**src/rtl/cmdw_pkg.sv**
```systemverilog
`timescale 1ns/1ps
package cmdw_pkg;
  localparam int WORD_W  = 103;
  localparam int COORD_W = 9;
  localparam logic [3:0] HEADER = 4'b1101;

  typedef enum logic [2:0] {
    RM_CDS         = 3'd0,
    RM_PLAIN       = 3'd1,
    RM_HOLD_CDS    = 3'd2,
    RM_HOLD_PLAIN  = 3'd3,
    RM_MULTI_CDS   = 3'd4,
    RM_MULTI_PLAIN = 3'd5
  } rmode_e;

  // Payload fields in transmit order (header excluded)
  typedef struct packed {
    logic [1:0]         gain;
    logic               flip_col;
    logic               flip_row;
    logic [1:0]         preset;
    logic [COORD_W-1:0] col_lo;
    logic [COORD_W-1:0] col_hi;
    logic [COORD_W-1:0] row_lo;
    logic [COORD_W-1:0] row_hi;
    logic [1:0]         pwr_glob;
    logic [1:0]         chan;
    logic [14:0]        bias;
    logic [4:0]         tst_a;
    logic [3:0]         cds_time;
    logic               tst_b;
    logic               cds_on;
    logic               hold_on;
    logic               multi_on;
    logic               bw_limit;
    logic [23:0]        tst_c;
  } cfg_t;
endpackage

```
**src/rtl/cmdw_window_check.sv**
```systemverilog
`timescale 1ns/1ps
module cmdw_window_check #(
  parameter int ROWS = 512,
  parameter int COLS = 640,
  parameter int CW   = 9
) (
  input  logic [1:0]    preset,
  input  logic [1:0]    chan,
  input  logic [CW-1:0] col_lo,
  input  logic [CW-1:0] col_hi,
  input  logic [CW-1:0] row_lo,
  input  logic [CW-1:0] row_hi,
  output logic          bad
);
  localparam int MIN_ROWS   = 4;
  localparam int ROW_LO_MAX = ROWS - MIN_ROWS;
  localparam int ROW_HI_MAX = ROWS - 1;
  localparam int NOPT       = 3;
  localparam int XW         = CW + 1;

  logic [XW-1:0] cs_lim [NOPT];
  logic [XW-1:0] cf_lim [NOPT];

  // one limit pair per channel option: 2, 4, 8 channels
  generate
    for (genvar g = 0; g < NOPT; g++) begin : g_lim
      localparam int UNITS = COLS / (2 << g);
      assign cs_lim[g] = XW'(UNITS - 2);
      assign cf_lim[g] = XW'(UNITS - 1);
    end
  endgenerate

  logic [1:0]    sel;
  logic [XW-1:0] cl, ch, rl, rh;
  logic          row_bad, col_bad;

  always_comb begin
    sel = chan[1] ? (chan[0] ? 2'd2 : 2'd1) : 2'd0;
    cl  = {1'b0, col_lo};
    ch  = {1'b0, col_hi};
    rl  = {1'b0, row_lo};
    rh  = {1'b0, row_hi};
    row_bad = (rl > XW'(ROW_LO_MAX)) || (rh > XW'(ROW_HI_MAX)) ||
              (rh < rl + XW'(MIN_ROWS - 1));
    col_bad = (cl > cs_lim[sel]) || (ch > cf_lim[sel]) || (ch <= cl);
    bad     = (preset == 2'b00) && (row_bad || col_bad);
  end
endmodule

```
**src/rtl/cmdw_mode_decode.sv**
```systemverilog
`timescale 1ns/1ps
module cmdw_mode_decode
  import cmdw_pkg::*;
(
  input  logic   gain_hi,
  input  logic   cds_on,
  input  logic   hold_on,
  input  logic   multi_on,
  output rmode_e mode
);
  logic cds_eff;

  always_comb begin
    cds_eff = cds_on & ~gain_hi;
    if (multi_on)      mode = cds_eff ? RM_MULTI_CDS : RM_MULTI_PLAIN;
    else if (hold_on)  mode = cds_eff ? RM_HOLD_CDS  : RM_HOLD_PLAIN;
    else               mode = cds_eff ? RM_CDS       : RM_PLAIN;
  end
endmodule

```
**src/rtl/cmdw_shift_engine.sv**
```systemverilog
`timescale 1ns/1ps
module cmdw_shift_engine #(
  parameter int W    = 103,
  parameter int HALF = 2
) (
  input  logic         clk,
  input  logic         rst_n,
  input  logic         start,
  input  logic [W-1:0] word,
  output logic         ser_clk,
  output logic         ser_data,
  output logic         busy
);
  localparam int BW = $clog2(W);
  localparam int DW = $clog2(HALF + 1);

  logic [W-1:0]  sh_q, sh_n;
  logic [BW-1:0] bit_q, bit_n;
  logic [DW-1:0] div_q, div_n;
  logic          sclk_q, sclk_n;
  logic          busy_q, busy_n;

  always_comb begin
    sh_n   = sh_q;
    bit_n  = bit_q;
    div_n  = div_q;
    sclk_n = sclk_q;
    busy_n = busy_q;
    if (!busy_q) begin
      if (start) begin
        busy_n = 1'b1;
        sh_n   = word;
        bit_n  = '0;
        div_n  = '0;
        sclk_n = 1'b0;
      end
    end else if (div_q == DW'(HALF - 1)) begin
      div_n = '0;
      if (!sclk_q) begin
        sclk_n = 1'b1;
      end else begin
        sclk_n = 1'b0;
        if (bit_q == BW'(W - 1)) begin
          busy_n = 1'b0;
          sh_n   = '0;
        end else begin
          bit_n = bit_q + 1'b1;
          sh_n  = {sh_q[W-2:0], 1'b0};
        end
      end
    end else begin
      div_n = div_q + 1'b1;
    end
  end

  always_ff @(posedge clk or negedge rst_n) begin
    if (!rst_n) begin
      sh_q   <= '0;
      bit_q  <= '0;
      div_q  <= '0;
      sclk_q <= 1'b0;
      busy_q <= 1'b0;
    end else begin
      sh_q   <= sh_n;
      bit_q  <= bit_n;
      div_q  <= div_n;
      sclk_q <= sclk_n;
      busy_q <= busy_n;
    end
  end

  assign ser_clk  = sclk_q;
  assign ser_data = sh_q[W-1];
  assign busy     = busy_q;
endmodule

```
**src/rtl/cmdword_serializer.sv**
```systemverilog
`timescale 1ns/1ps
module cmdword_serializer
  import cmdw_pkg::*;
#(
  parameter int HALF = 2,
  parameter int ROWS = 512,
  parameter int COLS = 640
) (
  input  logic        clk,
  input  logic        rst_n,
  input  logic        load_req,
  input  logic        integ_busy,
  input  logic [1:0]  gain_sel,
  input  logic        flip_col,
  input  logic        flip_row,
  input  logic [1:0]  win_preset,
  input  logic [8:0]  col_lo,
  input  logic [8:0]  col_hi,
  input  logic [8:0]  row_lo,
  input  logic [8:0]  row_hi,
  input  logic [1:0]  chan_sel,
  input  logic [16:0] pwr_cfg,
  input  logic [3:0]  cds_time,
  input  logic        cds_on,
  input  logic        hold_on,
  input  logic        multi_on,
  input  logic        bw_limit,
  input  logic [29:0] test_bits,
  output logic        ser_clk,
  output logic        ser_data,
  output logic        busy,
  output logic        err_window,
  output logic        err_integ,
  output logic [2:0]  read_mode
);
  cfg_t              cfg;
  logic [WORD_W-1:0] word;
  logic              win_bad;
  rmode_e            mode_dec;
  logic              req_en, accept;
  logic              ew_q, ew_n, ei_q, ei_n;
  rmode_e            mode_q, mode_n;

  always_comb begin
    cfg.gain     = gain_sel;
    cfg.flip_col = flip_col;
    cfg.flip_row = flip_row;
    cfg.preset   = win_preset;
    cfg.col_lo   = col_lo;
    cfg.col_hi   = col_hi;
    cfg.row_lo   = row_lo;
    cfg.row_hi   = row_hi;
    cfg.pwr_glob = pwr_cfg[16:15];
    cfg.chan     = chan_sel;
    cfg.bias     = pwr_cfg[14:0];
    cfg.tst_a    = test_bits[29:25];
    cfg.cds_time = cds_time;
    cfg.tst_b    = test_bits[24];
    cfg.cds_on   = cds_on;
    cfg.hold_on  = hold_on;
    cfg.multi_on = multi_on;
    cfg.bw_limit = bw_limit;
    cfg.tst_c    = test_bits[23:0];
    word         = {HEADER, cfg};
  end

  cmdw_window_check #(.ROWS(ROWS), .COLS(COLS), .CW(COORD_W)) u_win (
    .preset (win_preset),
    .chan   (chan_sel),
    .col_lo (col_lo),
    .col_hi (col_hi),
    .row_lo (row_lo),
    .row_hi (row_hi),
    .bad    (win_bad)
  );

  cmdw_mode_decode u_mode (
    .gain_hi  (gain_sel[1]),
    .cds_on   (cds_on),
    .hold_on  (hold_on),
    .multi_on (multi_on),
    .mode     (mode_dec)
  );

  // next-state for request outcome
  always_comb begin
    req_en = load_req & ~busy;
    accept = req_en & ~integ_busy & ~win_bad;
    ew_n   = req_en ? win_bad    : ew_q;
    ei_n   = req_en ? integ_busy : ei_q;
    mode_n = accept ? mode_dec   : mode_q;
  end

  always_ff @(posedge clk or negedge rst_n) begin
    if (!rst_n) begin
      ew_q   <= 1'b0;
      ei_q   <= 1'b0;
      mode_q <= RM_CDS;
    end else begin
      ew_q   <= ew_n;
      ei_q   <= ei_n;
      mode_q <= mode_n;
    end
  end

  cmdw_shift_engine #(.W(WORD_W), .HALF(HALF)) u_shift (
    .clk      (clk),
    .rst_n    (rst_n),
    .start    (accept),
    .word     (word),
    .ser_clk  (ser_clk),
    .ser_data (ser_data),
    .busy     (busy)
  );

  assign err_window = ew_q;
  assign err_integ  = ei_q;
  assign read_mode  = mode_q;
endmodule

```
**config.mk**
```make
export PLATFORM = sky130hd
export DESIGN_NAME = cmdword_serializer
export DESIGN_NICKNAME = d
export VERILOG_FILES = /design/src/rtl/cmdw_pkg.sv /design/src/rtl/cmdw_window_check.sv /design/src/rtl/cmdw_mode_decode.sv /design/src/rtl/cmdw_shift_engine.sv /design/src/rtl/cmdword_serializer.sv
export SDC_FILE = /design/constraint.sdc
export NUM_CORES = 1
export LEC_CHECK = 0
export ABC_AREA = 1
export BUFFER_PORTS_ARGS = -buffer_cell sky130_fd_sc_hd__buf_4
export CORE_MARGIN = 2
export CORE_UTILIZATION = 31
export CTS_CLUSTER_SIZE = 12
export DETAILED_ROUTE_END_ITERATION = 10
export GPL_ROUTABILITY_DRIVEN = 0
export SYNTH_ARGS = -nofsm -noshare
export SYNTH_HDL_FRONTEND = slang
export SYNTH_SLANG_ARGS = --single-unit
```
**constraint.sdc**
```tcl
create_clock -name clk -period 2.3 [get_ports clk]
set_input_delay 0.23 -clock clk [delete_from_list [all_inputs] [get_ports clk]]
set_output_delay 0.23 -clock clk [all_outputs]
set_load 0.02 [all_outputs]
```
* Word-level counts from Yosys, hierarchy flattened
Index checks and enable logic that the tools add are counted.
Operators by class: add/subtract/negate cells 3, reduce and logical (&&, ||, !) cells 10, bitwise logic cells 9, magnitude comparators 6, muxes and demuxes 35, equal/unequal tests 5
Operator list (count):
- 103-bit two-way mux | 5
- 10-bit binary-select mux with 2-bit select | 2
- 10-bit two-way mux | 4
- 7-bit two-way mux | 5
- 9-bit by 10-bit > comparator with 1-bit output | 2
- 1-bit two-way mux | 12
- 9-bit by 2-bit adder with 10-bit output (second input constant) | 1
- 9-bit by 10-bit less-than comparator with 1-bit output | 1
- 2-bit two-way mux | 5
- 9-bit > comparator (second input constant) | 1
- 9-bit less-or-equal comparator | 1
- 7-bit by 1-bit adder with 7-bit output (second input constant) | 1
- 7-bit == test (second input constant) | 1
- 3-bit two-way mux | 2
- 1-bit AND | 4
- 1-bit logical OR | 4
- 2-bit != test (second input constant) | 2
- 1-bit NOT | 4
- 4-bit AND reduction | 1
- 3-bit >= comparator (second input constant) | 1
- 2-bit NOT with 3-bit output | 1
- 3-bit AND reduction | 1
- 2-bit by 1-bit adder with 2-bit output (second input constant) | 1
- 2-bit by 1-bit == test with 1-bit output (second input constant) | 1
- 5 further kinds | 5
Word-level totals: output and inout bits 8, register bits after elaboration 119, word-level logic and storage cells 76

* Longest topological paths before layout
Gate-level depths: netlist (run 1).
depth after elaboration 15, mapped depth 22, gate-level depth less buffers 20

* By module
Synthesis (run 1) repeated with hierarchy kept, for this count alone.
Unflattened totals: cell total of the unflattened synthesis 750, area total of the unflattened synthesis 6618.8 um^2
Modules (own cells, without submodules):
- cmdw_shift_engine | area each 5391.4 um^2, instances 1, cells each 554, sequential area each 2852.7 um^2
- cmdw_window_check | area each 970.9 um^2, instances 1, cells each 164, sequential area each 0.0 um^2
- cmdword_serializer | area each 231.5 um^2, instances 1, cells each 27, sequential area each 125.1 um^2
- cmdw_mode_decode | area each 25.0 um^2, instances 1, cells each 5, sequential area each 0.0 um^2

* Worst setup path after synthesis (run 1)
OpenSTA, ideal clock, no wires.
path type input to register, start point in row_lo[0], end point reg u_shift.sh_q[78], data arrival time 2282 ps, setup slack -48 ps, stages 21, library setup time 66 ps, path through inv_1 ha_1 nor2_1 xor2_1 ha_1 nand2_1 inv_1 a21oi_1 nand2_1 nand2_1 nand2_1 nand2_1 nand2_1 nand2_1 nand2_2 nand2_4 nand2_4 nand2_2 clkbuf_1 nand2_1 nand2_1
On the way: longest elaborated chain between the ends 9, elaborated cells on any way between the ends 10, classes of those cells add/sub (1); order compare (2); bitwise (2); reduce/logical (5)
RTL lines:
- start, declared | line cmdword_serializer.sv:19 | input logic [8:0] row_lo,
- 9-bit by 2-bit adder with 10-bit output | line cmdw_window_check.sv:44 | (rh < rl + XW'(MIN_ROWS - 1));
- 9-bit by 10-bit less-than comparator with 1-bit output | line cmdw_window_check.sv:44
- 1-bit logical OR * | line cmdw_window_check.sv:43 | row_bad = (rl > XW'(ROW_LO_MAX)) || (rh > XW'(ROW_HI_MAX)) ||
- 1-bit logical OR * | line cmdw_window_check.sv:46 | bad = (preset == 2'b00) && (row_bad || col_bad);
- 1-bit logical AND * | line cmdw_window_check.sv:46
- 1-bit NOT * | line cmdword_serializer.sv:88 | accept = req_en & ~integ_busy & ~win_bad;
- 1-bit AND * | line cmdword_serializer.sv:88
- 2-bit nonzero test (no line) *
- 3-bit AND reduction (no line) *
- end signal, assigned | line cmdw_shift_engine.sv:64 | sh_q <= sh_n;
- end, declared | line cmdw_shift_engine.sv:17 | logic [W-1:0] sh_q, sh_n;
Mark *: on every way between the ends. The rest lies on a longest branch, timed or not. A chain may end at the register's enable or synchronous reset.

* Worst setup path in the final report (run 1)
start point in row_lo[1], end point reg u_shift.sh_q[35]
Same word-level chain as after synthesis.

==> results of run 1 <==
[worst min-delay path: cells and delay by family]
| family | cells | cell delay, ns |
|---|---|---|
| buffers and inverters | 1 | 0.09 |
| and+or+nand+nor | 2 | 0.10 |
[synthesized netlist by cell type]
| library cell | n | area (µm²) |
|---|---|---|
| nand2_1 | 464 | 1742 |
| nand3_1 | 123 | 615.6 |
| dfrtp_1 | 119 | 2978 |
| o21ai_0 | 91 | 455.4 |
| inv_1 | 51 | 191.4 |
| clkbuf_1 | 43 | 161.4 |
| ha_1 | 33 | 412.9 |
| nor2_1 | 31 | 116.4 |
| o22ai_1 | 18 | 112.6 |
| a21oi_1 | 15 | 75.07 |
| buf_6 | 9 | 101.4 |
| buf_4 | 8 | 60.06 |
| buf_2 | 7 | 35.03 |
| xor2_1 | 7 | 61.31 |
| nor3_1 | 6 | 30.03 |
| nand2_2 | 2 | 12.51 |
| nand2_4 | 2 | 22.52 |
| nor4_1 | 2 | 12.51 |
| a21boi_1 | 1 | 7.510 |
| and3_1 | 1 | 6.260 |
| buf_1 | 1 | 3.750 |
| conb_1 | 1 | 3.750 |
| inv_2 | 1 | 3.750 |
| nand3b_1 | 1 | 7.510 |
| nand4_1 | 1 | 6.260 |
| o21ai_1 | 1 | 5.000 |
[layer usage]
metal  GRT usage (%)  vias up  routed length (µm)
li1                -     3588                   -
met1           22.73     3235                9228
met2           27.57      150                9429
met3           2.686       26                 797
met4           5.461        0                 363
met5               0        -                   0
[where the power goes]
part	internal (mW)	switching, mW
sequential	2.09	0
clock	1.63	1.04
combinational	0.224	0.212
[through the flow]
step / util [%] / instance area, µm² / hold WS [ns] / setup TNS (ns) / std cells
after detailed placement: 38.31 / 8726 / 0.4007 / -35.69 / 1456
after CTS: 40.94 / 9326 / 0.02563 / 0 / 1489
after global routing: 41.34 / 9417 / 0.02738 / -0.02653 / 1490
after floorplan: - / 7246 / -0.06559 / -0.3916 / 1040
final: 41.34 / 9417 / 0.03520 / 0 / 1490
after global placement: 38.31 / 8726 / 0.4014 / -32.98 / 1456
[state kept, by name, indices dropped and copies added (netlist names)]
register         cells
err_integ            1
u_shift.sh_q       103
u_shift.busy         1
read_mode            3
u_shift.bit_q        7
u_shift.ser_clk      1
u_shift.div_q        2
err_window           1
[final cells by class]
cell class / instances / area (µm²) / area share, %
sequential: 119 / 2982 / 31.66
clock buffer: 18 / 439.2 / 4.664
inverter: 52 / 197.7 / 2.099
timing repair buffer: 173 / 1475 / 15.67
clock inverter: 14 / 151.4 / 1.608
multi-input combinational: 801 / 3780 / 40.14
tap: 313 / 391.6 / 4.159
[cell families (layout without fill, tap and decap cells)]
kind of cell / after synthesis / after routing / synth area share (%)
AOI/OAI and AO/OA: 126 / 126 / 9.056
xor gates and xnor gates: 7 / 7 / 0.8469
adders and majority gates: 33 / 33 / 5.703
buffers and inverters: 120 / 257 / 7.691
DFF: 119 / 119 / 41.13
other: 1 / 2 / 0.05180
and+or+nand+nor: 633 / 633 / 35.52
[final timing paths]
check | start | end | cells past startpoint
worst max register to register | u_shift.busy | u_shift.sh_q[59] | 6
worst min-delay path | hold_on | read_mode[1] | 3
worst max-delay path | row_lo[1] | u_shift.sh_q[35] | 22
max in group asynchronous | rst_n | u_shift.busy | 3
min in group asynchronous | rst_n | u_shift.sh_q[95] | 3
worst min register to register | u_shift.sh_q[52] | u_shift.sh_q[52] | 2
[what timing repair did]
item,in CTS,in global routing
hold buffers,1,0
buffers inserted,0,1
gates resized for setup,0,19
endpoints found under the setup margin,0,110
hold endpoints to repair,119,0
==> reports/qor.csv, run 1 <==
metric;value;unit
Slew Limit Fails;0;
slowest cell on the critical path;ha_1;
Root Driver;clkbuf_16;
final worst path period share;91.25;%
final setup margin;0.2012;ns
fill cell count;2361;
Clock Tree Buf Depth;2;
IO Pins;111;
Pwr Total;5.197;mW
total gr overflow;0;
DR pass1 iterations;5;
first-pass GRT wire length;33.36;mm
die area;24590;µm²
Buf/Inv on CP;5;
worst slack at placement;-0.4196;ns
final number of hold-violating endpoints;0;
Max stage delay on crit path;0.27;ns
vias per inst;4.697;
peak fanout along the critical path;16;
first-iteration detailed-routing DRC count;501;
Avg Inst Size Synth;6.968;µm²
min Tclk post-route;2.099;ns
crit-path cells;buf_4 > inv_1 > ha_4 > nor2_4 > xor2_1 > ha_1 > nand2_1 > inv_1 > a21oi_2 > nand2_1 > nand2_1 > nand2_1 > nand2_1 > nand2_1 > nand2_1 > nand2_2 > nand2_4 > nand2_8 > buf_6 > buf_12 > nand3_1 > nand2_1;
status;finished, final reports clean;
clk sinks;119;
Core ar.;22780;µm²
post-synthesis sequential area ratio;41.13;%
CTS tree;done;
CP delay by family, top;simple AND/OR/NAND/NOR gates;
fmax;0.4765;GHz
Maximum Capacitance Violations;0;
Die X-Extent;156.8;µm
critical path startpoint category;primary input;
Synth Register Bits;119;
Slew @ Worst Pin;0.7542;ns
initial cell density of the core;31.78;%
synth warn;0;
Final ANT Viol Nets;0;
antenna violations before repair;0;
PD cells;551.9;nW/µm²
cts bufs inserted;17;
Setup Viol. Count Final;0;
Die Y;156.8;µm
DR WL/cell;13.30;µm
pin count of the biggest net entering global routing;127;
vias in the first global route;6778;
Lkg Pwr;4.842;nW
max_slew headroom;49.72;%
DRT Wirelength;19.82;mm
CTS H-tree depth;4;
Synth Instances;1039;
Hold WC Path Type;primary input to flip-flop;
ratio of cells with drive above 1 in the final layout;18.69;%
Port Buf Inserts;110;
most used cell, CP;nand2_1;
commonest non-fill, non-tap cell in the layout;nand2_1;
Req. time, crit path;2.60;ns
# nets final;1300;
dpl hpwl;12.73;mm
latest clock arrival within the worst-skew pair;0.42;ns
Critical Path AT;2.40;ns
Residual DRC;0;
worst ir drop on vdd;0.4015;mV
worst setup path class;primary input to flip-flop;
Reg clk slew, reported paths;0.06;ns
R2R setup slack;0.33;ns
Max Clock Skew;0.01084;ns
critical path capture point type;flip-flop;
cell area after synthesis;7239;µm²
GRT Total Usage;16.84;%
Antenna Cells;0;
via count;6999;
Cell Rows;55;
synth-to-layout area growth;30.07;%
most frequent cells in the layout;nand2_1, buf_4, nand3_1, dfrtp_1, o21ai_0;
Netlist cell types;26;
Note: power is estimated with default switching activity, not from simulation.
==> run 2, diff against run 1 <==
--- a/config.mk
+++ b/config.mk
@@ -8,7 +8,7 @@
 export ABC_AREA = 1
 export BUFFER_PORTS_ARGS = -buffer_cell sky130_fd_sc_hd__buf_4
 export CORE_MARGIN = 2
-export CORE_UTILIZATION = 31
+export CORE_UTILIZATION = 37
 export CTS_CLUSTER_SIZE = 12
 export DETAILED_ROUTE_END_ITERATION = 10
 export GPL_ROUTABILITY_DRIVEN = 0
==> run 2 against run 1 <==
Sequential power about the same. Worst hold slack improved by 0.0080 ns. Critical path type unchanged. Flip-flop and latch count unchanged. Clock power decreased by 3%. Clock skew decreased by 0.0044 ns. Via count increased by 0.14%. Fmax decreased by 2.0%. Sequential share of layout area increased by 0.25 points. Cell area decreased by 0.77%.
==> reports/qor.csv, run 2 (synthesized netlist as in run 1, its figures left out) <==
metric;value;unit
CTS tree;done;
vias per inst;4.878;
Largest register FFs;103;
via count;7009;
antenna violations before repair;0;
cts bufs inserted;17;
worst reg2reg path depth;8;
final setup margin;0.1577;ns
Cell Rows;51;
slowest cell on the critical path;ha_1;
clk sinks;119;
Antenna Cells;0;
status;finished, final reports clean;
# nets final;1295;
synth-to-layout area growth;29.07;%
Final ANT Viol Nets;0;
first-iteration detailed-routing DRC count;437;
critical path startpoint category;primary input;
reg2reg start;u_shift.bit_q[0];
final worst path period share;93.14;%
DRT Wirelength;19.55;mm
most used cell, CP;nand2_1;
Die Y;143.9;µm
final number of hold-violating endpoints;0;
Die X-Extent;143.9;µm
dpl hpwl;12.41;mm
max_slew headroom;56.64;%
ratio of cells with drive above 1 in the final layout;18.26;%
Req. time, crit path;2.61;ns
Slew Limit Fails;0;
TNS Setup;0;ns
post-route cell area;9344;µm²
Setup crit start;row_lo[0];
initial cell density of the core;37.44;%
PD cells;546.5;nW/µm²
Maximum Capacitance Violations;0;
Hold WC Path Type;primary input to flip-flop;
fmax;0.4668;GHz
Clock Tree Buf Depth;2;
IO Pins;111;
Critical Path AT;2.45;ns
final core occ;48.33;%
DR WL/cell;13.61;µm
Placed Area;8630;µm²
total gr overflow;0;
die area;20700;µm²
min-delay src;hold_on;
pin count of the biggest net entering global routing;127;
GRT Total Usage;19.09;%
min Tclk post-route;2.142;ns
largest register by flop count;u_shift.sh_q;
DR pass1 iterations;5;
Max Clock Skew;0.006452;ns
critical path capture point type;flip-flop;
peak fanout along the critical path;11;
Worst Hold Depth;3;
worst setup path class;primary input to flip-flop;
most frequent cells in the layout;nand2_1, buf_4, nand3_1, dfrtp_1, o21ai_0;
Slew @ Worst Pin;0.6461;ns
worst ir drop on vdd;0.5862;mV
Port Buf Inserts;110;
Reg clk slew, reported paths;0.06;ns
Core ar.;19330;µm²
Root Driver;clkbuf_16;
first-pass GRT wire length;31.89;mm
latest clock arrival within the worst-skew pair;0.41;ns
worst slack at placement;-0.3086;ns
vias in the first global route;6457;
CTS H-tree depth;4;
Max stage delay on crit path;0.29;ns
commonest non-fill, non-tap cell in the layout;nand2_1;
Setup Viol. Count Final;0;
Residual DRC;0;
crit-path cells;buf_4 > inv_2 > ha_4 > nor2_4 > xor2_1 > ha_1 > nand2_1 > inv_1 > a21oi_2 > nand2_1 > nand2_1 > nand2_1 > nand2_1 > nand2_1 > nand2_1 > nand2_2 > nand2_4 > nand2_8 > buf_12 > buf_4 > nand3_1 > nand2_1;
Lkg Pwr;4.838;nW
-- run 2: changes by cell type in the layout (fill, tap and decap cells not counted), sizes merged --
cell and change:
clkinvlp -1, clkbuf +4, clkinv -1, inv +1
buf -8
-- run 2: where the power goes --
part	internal (mW)	switching, mW	leakage [nW]
sequential	2.09	0	1.65
clock	1.61	0.983	0.275
combinational	0.213	0.204	2.91
-- run 2: area by class of cell --
class / instances / area (µm²)
Multi-Input combinational cell: 801 / 3767
Sequential cell: 119 / 2982
Clock inverter: 13 / 128.9
Tap cell: 265 / 331.6
Clock buffer: 19 / 442.9
Inverter: 52 / 196.4
Fill cell: 1962 / 9991
Timing Repair Buffer: 168 / 1495
-- run 2: worst max-delay path, delay by kind of cell --
kind	cells	cell delay, ns
adders and majority gates	2	0.44
buffers and inverters	5	0.58
xor gates and xnor gates	1	0.16
and+or+nand+nor	13	0.91
AOI/OAI and AO/OA	1	0.12
-- run 2: worst paths after layout --
check                      slack, ns               end
setup / recovery                0.16  u_shift.sh_q[32]
hold / removal                  0.04      read_mode[1]
setup reg to reg                0.31  u_shift.bit_q[2]
hold reg to reg                 0.47  u_shift.sh_q[10]
max in group asynchronous       1.34  u_shift.sh_q[43]
min in group asynchronous       0.32  u_shift.sh_q[90]
-- run 2: through the flow --
stage               total power, mW  instances  hold WS, ns
floorplan                     2.264       1040     -0.06559
global placement              2.543       1400       0.2175
detailed placement            2.545       1400       0.2150
CTS                           5.151       1433      0.03372
global route                  5.308       1437      0.05270
finish                        5.106       1437      0.04325
-- run 2: timing repair --
item / 4_1_cts / 5_1_grt
endpoints found under the hold margin: 31 / 0
hold buffers: 1 / 0
setup endpoints to repair: 0 / 110
setup buffers: 0 / 1
resized for setup: 0 / 12
-- run 2: routing by layer --
layer,part of all wire [%],vias to the layer above,global-route usage [%]
li1,-,3580,-
met3,3.6,19,3.366
met1,48,3265,26.46
met2,47,145,31.20
met5,0,-,0
met4,1.2,0,4.334
